===== config.mk =====
export PLATFORM = sky130hd
export DESIGN_NAME = edge_place_gen
export DESIGN_NICKNAME = d
export VERILOG_FILES = /design/src/rtl/edge_place_pkg.sv /design/src/rtl/edge_delay_timer.sv /design/src/rtl/edge_place_ctrl.sv /design/src/rtl/edge_place_datapath.sv /design/src/rtl/edge_place_gen.sv
export SDC_FILE = /design/constraint.sdc
export NUM_CORES = 1
export LEC_CHECK = 0
export BUFFER_PORTS_ARGS = -buffer_cell sky130_fd_sc_hd__buf_2
export CORE_MARGIN = 2
export CORE_UTILIZATION = 40
export CTS_CLUSTER_DIAMETER = 80
export CTS_CLUSTER_SIZE = 24
export DETAILED_ROUTE_END_ITERATION = 10
export PLACE_DENSITY_LB_ADDON = 0.1
export SKIP_LAST_GASP = 1
export SYNTH_ARGS = -nofsm -noshare
export SYNTH_HDL_FRONTEND = slang
export SYNTH_SLANG_ARGS = --single-unit

===== constraint.sdc =====
create_clock -name clk -period 3.4 [get_ports clk]
set_input_delay 0.34 -clock clk [delete_from_list [all_inputs] [get_ports clk]]
set_output_delay 0.34 -clock clk [all_outputs]
set_load 0.05 [all_outputs]

===== src/rtl/edge_place_pkg.sv =====
package edge_place_pkg;

  // Register field widths (register layout fixed by the block's programming model)
  localparam int CLAMP_FLD_W = 3;
  localparam int PIX_FLD_W   = 3;
  localparam int CONV_FLD_W  = 4;
  localparam int CLAMP_REG_W = 2 * CLAMP_FLD_W;
  localparam int PIX_REG_W   = 3 * PIX_FLD_W;
  localparam int CONV_REG_W  = 2 * CONV_FLD_W;

  // External clock sources
  localparam int NUM_SRC   = 3;
  localparam int SRC_CLAMP = 0;
  localparam int SRC_PIX   = 1;
  localparam int SRC_CONV  = 2;

  // Delay timers, one per delayed edge
  localparam int NUM_TMR     = 7;
  localparam int TMR_CL_LEAD = 0;
  localparam int TMR_CL_TRL  = 1;
  localparam int TMR_PX_LEAD = 2;
  localparam int TMR_PX_TRL  = 3;
  localparam int TMR_CHAIN   = 4;
  localparam int TMR_CV_LEAD = 5;
  localparam int TMR_CV_TRL  = 6;

  typedef struct packed {
    logic [CLAMP_FLD_W-1:0] clampLead;
    logic [CLAMP_FLD_W-1:0] clampTrail;
    logic [PIX_FLD_W-1:0]   pixLead;
    logic [PIX_FLD_W-1:0]   pixTrail;
    logic [PIX_FLD_W-1:0]   pixChain;
    logic [CONV_FLD_W-1:0]  convLead;
    logic [CONV_FLD_W-1:0]  convTrail;
    logic                   chainOn;
  } dlyCfg_t;

  typedef struct packed {
    logic p1Set;
    logic p1Clr;
    logic p2Set;
    logic p2Clr;
    logic p4Set;
    logic p4Clr;
  } phaseStrobes_t;

endpackage


===== src/rtl/edge_delay_timer.sv =====
module edge_delay_timer #(
  parameter int CNT_W = 5
) (
  input  logic             clk,
  input  logic             rst,
  input  logic             load,
  input  logic [CNT_W-1:0] loadVal,
  output logic             fire,
  output logic             armed
);

  logic [CNT_W-1:0] cntQ;

  // Expires in the cycle the count reaches zero
  assign fire = armed && (cntQ == '0);

  always_ff @(posedge clk) begin
    if (rst) begin
      armed <= 1'b0;
      cntQ  <= '0;
    end else if (load) begin
      // a fresh edge always restarts the count
      armed <= 1'b1;
      cntQ  <= loadVal;
    end else if (fire) begin
      armed <= 1'b0;
    end else if (armed) begin
      cntQ <= cntQ - 1'b1;
    end
  end

endmodule


===== src/rtl/edge_place_ctrl.sv =====
module edge_place_ctrl
  import edge_place_pkg::*;
#(
  parameter int COARSE_TICKS = 2,
  parameter int FINE_TICKS   = 1
) (
  input  logic                   clk,
  input  logic                   rst,
  input  logic [NUM_SRC-1:0]     extClk,
  input  logic [NUM_SRC-1:0]     polSel,
  input  logic                   chainMode,
  input  logic [CLAMP_REG_W-1:0] clampDlyReg,
  input  logic [PIX_REG_W-1:0]   pixDlyReg,
  input  logic [CONV_REG_W-1:0]  convDlyReg,
  input  logic                   phasesIdle,
  output phaseStrobes_t          strobes,
  output dlyCfg_t                cfgQ
);

  localparam int CLAMP_MAX = (1 << CLAMP_FLD_W) - 1;
  localparam int PIX_MAX   = (1 << PIX_FLD_W) - 1;
  localparam int CONV_MAX  = (1 << CONV_FLD_W) - 1;
  localparam int CHAIN_MAX = COARSE_TICKS * (CLAMP_MAX + PIX_MAX);
  localparam int CONV_TMAX = FINE_TICKS * CONV_MAX;
  localparam int MAX_LOAD  = (CHAIN_MAX > CONV_TMAX) ? CHAIN_MAX : CONV_TMAX;
  localparam int CNT_W     = $clog2(MAX_LOAD + 1);

  function automatic logic [CNT_W-1:0] toTicks(input int ticks, input int steps);
    return CNT_W'(ticks * steps);
  endfunction

  // Polarity correction, sampling and edge detection per source
  logic [NUM_SRC-1:0] sampQ, prevQ, leadDet, trailDet;

  for (genvar s = 0; s < NUM_SRC; s++) begin : g_src
    logic corrected;
    assign corrected = extClk[s] ^ polSel[s];
    always_ff @(posedge clk) begin
      if (rst) begin
        sampQ[s] <= corrected;
        prevQ[s] <= corrected;
      end else begin
        sampQ[s] <= corrected;
        prevQ[s] <= sampQ[s];
      end
    end
    assign leadDet[s]  = prevQ[s] & ~sampQ[s];
    assign trailDet[s] = ~prevQ[s] & sampQ[s];
  end

  // Register field decode
  dlyCfg_t cfgNext;
  always_comb begin
    cfgNext.clampLead  = clampDlyReg[CLAMP_FLD_W-1:0];
    cfgNext.clampTrail = clampDlyReg[2*CLAMP_FLD_W-1:CLAMP_FLD_W];
    cfgNext.pixLead    = pixDlyReg[PIX_FLD_W-1:0];
    cfgNext.pixTrail   = pixDlyReg[2*PIX_FLD_W-1:PIX_FLD_W];
    cfgNext.pixChain   = pixDlyReg[3*PIX_FLD_W-1:2*PIX_FLD_W];
    cfgNext.convLead   = convDlyReg[CONV_FLD_W-1:0];
    cfgNext.convTrail  = convDlyReg[2*CONV_FLD_W-1:CONV_FLD_W];
    cfgNext.chainOn    = chainMode;
  end

  logic [NUM_TMR-1:0] armedVec, fireVec, loadEn;
  logic [CNT_W-1:0]   loadVal [NUM_TMR];

  // Shadow copy refreshed only while quiet
  always_ff @(posedge clk) begin
    if (rst) begin
      cfgQ <= '0;
    end else if (phasesIdle && !(|armedVec)) begin
      cfgQ <= cfgNext;
    end
  end

  always_comb begin
    loadEn              = '0;
    loadEn[TMR_CL_LEAD] = leadDet[SRC_CLAMP];
    loadEn[TMR_CL_TRL]  = trailDet[SRC_CLAMP];
    loadEn[TMR_PX_LEAD] = leadDet[SRC_PIX] & ~cfgQ.chainOn;
    loadEn[TMR_PX_TRL]  = trailDet[SRC_PIX];
    loadEn[TMR_CHAIN]   = trailDet[SRC_CLAMP] & cfgQ.chainOn;
    loadEn[TMR_CV_LEAD] = leadDet[SRC_CONV];
    loadEn[TMR_CV_TRL]  = trailDet[SRC_CONV];

    loadVal[TMR_CL_LEAD] = toTicks(COARSE_TICKS, int'(cfgQ.clampLead));
    loadVal[TMR_CL_TRL]  = toTicks(COARSE_TICKS, int'(cfgQ.clampTrail));
    loadVal[TMR_PX_LEAD] = toTicks(COARSE_TICKS, int'(cfgQ.pixLead));
    loadVal[TMR_PX_TRL]  = toTicks(COARSE_TICKS, int'(cfgQ.pixTrail));
    loadVal[TMR_CHAIN]   = toTicks(COARSE_TICKS,
                                   int'(cfgQ.clampTrail) + int'(cfgQ.pixChain));
    loadVal[TMR_CV_LEAD] = toTicks(FINE_TICKS, int'(cfgQ.convLead));
    loadVal[TMR_CV_TRL]  = toTicks(FINE_TICKS, int'(cfgQ.convTrail));
  end

  for (genvar t = 0; t < NUM_TMR; t++) begin : g_tmr
    edge_delay_timer #(.CNT_W(CNT_W)) i_timer (
      .clk     (clk),
      .rst     (rst),
      .load    (loadEn[t]),
      .loadVal (loadVal[t]),
      .fire    (fireVec[t]),
      .armed   (armedVec[t])
    );
  end

  always_comb begin
    strobes.p1Set = fireVec[TMR_CL_LEAD];
    strobes.p1Clr = fireVec[TMR_CL_TRL];
    strobes.p2Set = fireVec[TMR_PX_LEAD] | fireVec[TMR_CHAIN];
    strobes.p2Clr = fireVec[TMR_PX_TRL];
    strobes.p4Clr = fireVec[TMR_CV_LEAD];
    strobes.p4Set = fireVec[TMR_CV_TRL];
  end

endmodule


===== src/rtl/edge_place_datapath.sv =====
module edge_place_datapath
  import edge_place_pkg::*;
(
  input  logic          clk,
  input  logic          rst,
  input  phaseStrobes_t strobes,
  output logic          phase1,
  output logic          phase2,
  output logic          phase4,
  output logic          phasesIdle
);

  // On a same-cycle clash the idle level wins
  always_ff @(posedge clk) begin
    if (rst) begin
      phase1 <= 1'b0;
      phase2 <= 1'b0;
      phase4 <= 1'b1;
    end else begin
      if (strobes.p1Clr)      phase1 <= 1'b0;
      else if (strobes.p1Set) phase1 <= 1'b1;
      if (strobes.p2Clr)      phase2 <= 1'b0;
      else if (strobes.p2Set) phase2 <= 1'b1;
      if (strobes.p4Set)      phase4 <= 1'b1;
      else if (strobes.p4Clr) phase4 <= 1'b0;
    end
  end

  assign phasesIdle = !phase1 && !phase2 && phase4;

endmodule


===== src/rtl/edge_place_gen.sv =====
module edge_place_gen
  import edge_place_pkg::*;
#(
  parameter int COARSE_TICKS = 2,
  parameter int FINE_TICKS   = 1
) (
  input  logic                   clk,
  input  logic                   rst,
  input  logic                   clampClkIn,
  input  logic                   pixClkIn,
  input  logic                   convClkIn,
  input  logic [NUM_SRC-1:0]     polSel,
  input  logic                   chainMode,
  input  logic [CLAMP_REG_W-1:0] clampDlyReg,
  input  logic [PIX_REG_W-1:0]   pixDlyReg,
  input  logic [CONV_REG_W-1:0]  convDlyReg,
  output logic                   phase1,
  output logic                   phase2,
  output logic                   phase4
);

  phaseStrobes_t      strobes;
  dlyCfg_t            cfgShadow;
  logic               phasesIdle;
  logic [NUM_SRC-1:0] extClk;

  always_comb begin
    extClk            = '0;
    extClk[SRC_CLAMP] = clampClkIn;
    extClk[SRC_PIX]   = pixClkIn;
    extClk[SRC_CONV]  = convClkIn;
  end

  edge_place_ctrl #(
    .COARSE_TICKS (COARSE_TICKS),
    .FINE_TICKS   (FINE_TICKS)
  ) i_ctrl (
    .clk         (clk),
    .rst         (rst),
    .extClk      (extClk),
    .polSel      (polSel),
    .chainMode   (chainMode),
    .clampDlyReg (clampDlyReg),
    .pixDlyReg   (pixDlyReg),
    .convDlyReg  (convDlyReg),
    .phasesIdle  (phasesIdle),
    .strobes     (strobes),
    .cfgQ        (cfgShadow)
  );

  edge_place_datapath i_dp (
    .clk        (clk),
    .rst        (rst),
    .strobes    (strobes),
    .phase1     (phase1),
    .phase2     (phase2),
    .phase4     (phase4),
    .phasesIdle (phasesIdle)
  );

endmodule


==> results.yml <==
critical_path:
  r2r_start: "i_ctrl.g_tmr[3].i_timer.armed$_SDFFE_PP0P_"
  cp_num_buf_inv: 1
  reg2reg_slack_ns: 1.59
  required_ns: 3.68
  reg2reg_depth: 4
  slowest_delay_ns: 0.56
  worstPathArrival_ns: 2.09
  slowest_stage: "or4b_4"
  start_kind: "register"
  crit_chain: "or4b_4, nor4_4, buf_4, mux2i_1"
  r2r_end: "i_ctrl.cfgQ[18]$_SDFFE_PP0P_"
  endpoint_kind: "register"
  crit_family: "simple AND/OR/NAND/NOR gates"
  crit_type: "reg -> reg"
  cp_max_fo: 16
sta:
  max-slew-margin-rel_pct: 30.1
  fin_crit_sh_pct: 53.2
  rsz0062_at_grt: "false"
  clock_skew_ns: 0.00941
  fin_ws_ns: 1.59
  finalWorstPathRequiredPeriod_ns: 1.81
  finalSetupViolations: 0
  final_max_slew_viol_count: 0
  worst_pin_slew_ns: 1.05
  hold_viol: 0
  fin_tns_setup_ns: 0
  max_freq_mhz: 553
synth:
  synthTopCellsByArea: "dfxtp_1 41%, mux2i_1 6.8%, nand2_1 6.1%, ha_1 4.7%, a21oi_1 3.9%"
  ys_seq_area_share_pct: 40.7
  synth_area_leader_cell: "dfxtp_1"
  ys_types: 52
  synth_edf_count: 0
  yosysWarnings: 0
  netlist_instances: 421
  synth_nets: 468
  netlist_area_sq_um: 3690
  syn_area_per_cell_sq_um: 8.77
  ys.flop_type: "dfxtp_1"
  async_reset_ff_share_pct: 0
  synth-seq-cells: 75
  synth_top_area_share_pct: 40.7
floorplan:
  initial_utilization_pct: 40.5
  dieWidth_um: 100
  ios: 35
  core_sq_um: 9110
  dieArea_sq_um: 10000
  die_y_um: 100
  num_rows: 35
global_routing:
  grt_use_total_pct: 16.8
  grt_pass1_wl_um: 13400
  antenna_found_initial: 0
  overflow: 0
  grt_pass1_vias: 2913
  grt_max_degree: 68
layout:
  most-common-layout-cells: "75 x dfxtp_1, 60 x nand2_1, 34 x buf_2"
  final_common_cell: "dfxtp_1"
  drive_gt1_share_pct: 11.9
  area.growth.synth_to_final_pct: 10.9
  num_antenna_cells: 0
  utilization_pct: 45.0
  nNetsFinal: 496
placement:
  dp_hpwl_um: 5320
  pre_cts_ws_ns: 1.59
  io_buffers: 34
  gp_congestion: 0.769
routing:
  wirelength_um: 7790
  firstDrtPassIters: 4
  first_iter_violations: 126
  dr_total_vias: 2996
  viasPerCell: 5.32
  wl_per_cell_um: 13.8
  drc: 0
  antenna_left: 0
power:
  cellPowerDensity_nw_per_um2: 540
  irDropWorstVdd_uv: 196
  power.total_mw: 2.21
  p_leak_nw: 1.61
clock_tree:
  cts_buffer_depth: 2
  clock-sinks: 75
  cts_tree: "built"
  post_cts_resized: 0
  clk_latency_ns: 0.35
  cts_hold_buf: 0
  root_buffer: "clkbuf_8"
  htreeDepth: 3
  cts_buffers: 9
  clkTransAtPathRegs_ns: 0.07
  postCtsSetupRepairBufs: 0
hold_path:
  holdPathEnd: "i_ctrl.sampQ[2]$_DFF_P_"
  hold_class: "in -> reg"
  worstHoldPathCells: 2
  hp-start: "convClkIn"
status:
  outcome: "finished, final reports clean"
flow_run:
  drv_cap: 0
synthesized netlist by cell type, types with 2 or more instances:
cell	instances
or4_1	4
nand2b_1	12
nor2_1	31
nand3b_1	8
a21o_1	2
inv_1	23
o21ai_0	12
o311a_1	2
nor3_1	4
a311oi_1	4
nand2_1	60
or3_1	10
o21ai_1	5
a221oi_1	3
xor2_1	4
buf_1	3
mux2i_1	25
nor2b_1	7
or4b_1	7
dfxtp_1	75
nor3b_1	3
nand3_1	5
buf_6	3
o2111a_1	2
a211oi_1	7
a21oi_1	29
a32oi_1	2
o2111ai_1	5
o221ai_1	3
clkbuf_1	14
ha_1	14
or3b_1	4
nor4b_1	9
nand4_1	2
cell families (layout without fill, tap and decap cells):
logic type	count (synthesis)	after routing	synth area share [%]
AO/OA/AOI/OAI	86	86	15.5
AND/OR/NAND/NOR	172	172	25.8
multiplexers	25	25	6.78
adder cells (fa/ha/maj)	15	15	5.28
XOR/XNOR	4	4	0.948
flip-flops	75	75	40.7
buffers and inverters	44	75	5.08
registers in the layout, indices dropped and copies added (netlist names):
signal and count:
i_ctrl.prevQ 3, i_dp.phase1 1, i_ctrl.sampQ 3, i_dp.phase2 1, i_ctrl.g_tmr.i_timer.cntQ 35, i_dp.phase4 1, i_ctrl.cfgQ 24, i_ctrl.g_tmr.i_timer.armed 7
worst reg2reg max path, delay by kind of cell, from the launching register on:
family        cells  cell delay (ns)
simple gates      2             0.80
flops             1             0.36
buf+inv           1             0.34
mux               1             0.24
final cells by class:
class	instances	area [sq um]
clock buffer	12	155
clock inverter	2	12.5
fill	914	5010
inverter	24	90.1
multi-input combinational	302	2000
sequential	75	1500
tap	111	139
timing repair buffer	37	193
power breakdown:
group          leakage, nW  internal (mW)  switching [mW]  total, mW
logic                0.911          0.232           0.288      0.519
clock network       0.0843          0.296           0.316      0.612
registers            0.615          0.985          0.0953       1.08
worst max-delay path by stage:
stage	start	end	slack, ns	depth (start not counted)
finish	i_ctrl.g_tmr[3].i_timer.armed$_SDFFE_PP0P_	i_ctrl.cfgQ[18]$_SDFFE_PP0P_	1.59	4
floorplan	i_dp.phase4$_SDFFE_PP1P_	i_ctrl.cfgQ[0]$_SDFFE_PP0P_	1.34	4
global placement	i_ctrl.g_tmr[3].i_timer.armed$_SDFFE_PP0P_	i_ctrl.cfgQ[14]$_SDFFE_PP0P_	1.64	4
global route	i_ctrl.g_tmr[1].i_timer.armed$_SDFFE_PP0P_	i_ctrl.cfgQ[18]$_SDFFE_PP0P_	1.49	4
CTS	i_ctrl.g_tmr[1].i_timer.armed$_SDFFE_PP0P_	i_ctrl.cfgQ[11]$_SDFFE_PP0P_	1.56	4
detailed placement	i_ctrl.g_tmr[3].i_timer.armed$_SDFFE_PP0P_	i_ctrl.cfgQ[11]$_SDFFE_PP0P_	1.59	4
layer usage:
metal / share of wire, % / wire length (um) / global-route usage (%)
met2: 45 / 3510 / 26.8
met3: 3.5 / 271 / 4.46
met4: 2.1 / 167 / 7.17
met5: 0 / 0 / 0
met1: 49 / 3840 / 21.7
per-stage QoR:
step	std cells	hold WS (ns)	area, sq um
after floorplan	421	0.432	3690
after global placement	549	0.440	3930
after detailed placement	549	0.444	3930
after CTS	563	0.168	4100
after global routing	563	0.164	4100
final	563	0.184	4100
No activity file was read; power rests on OpenSTA's default activity.
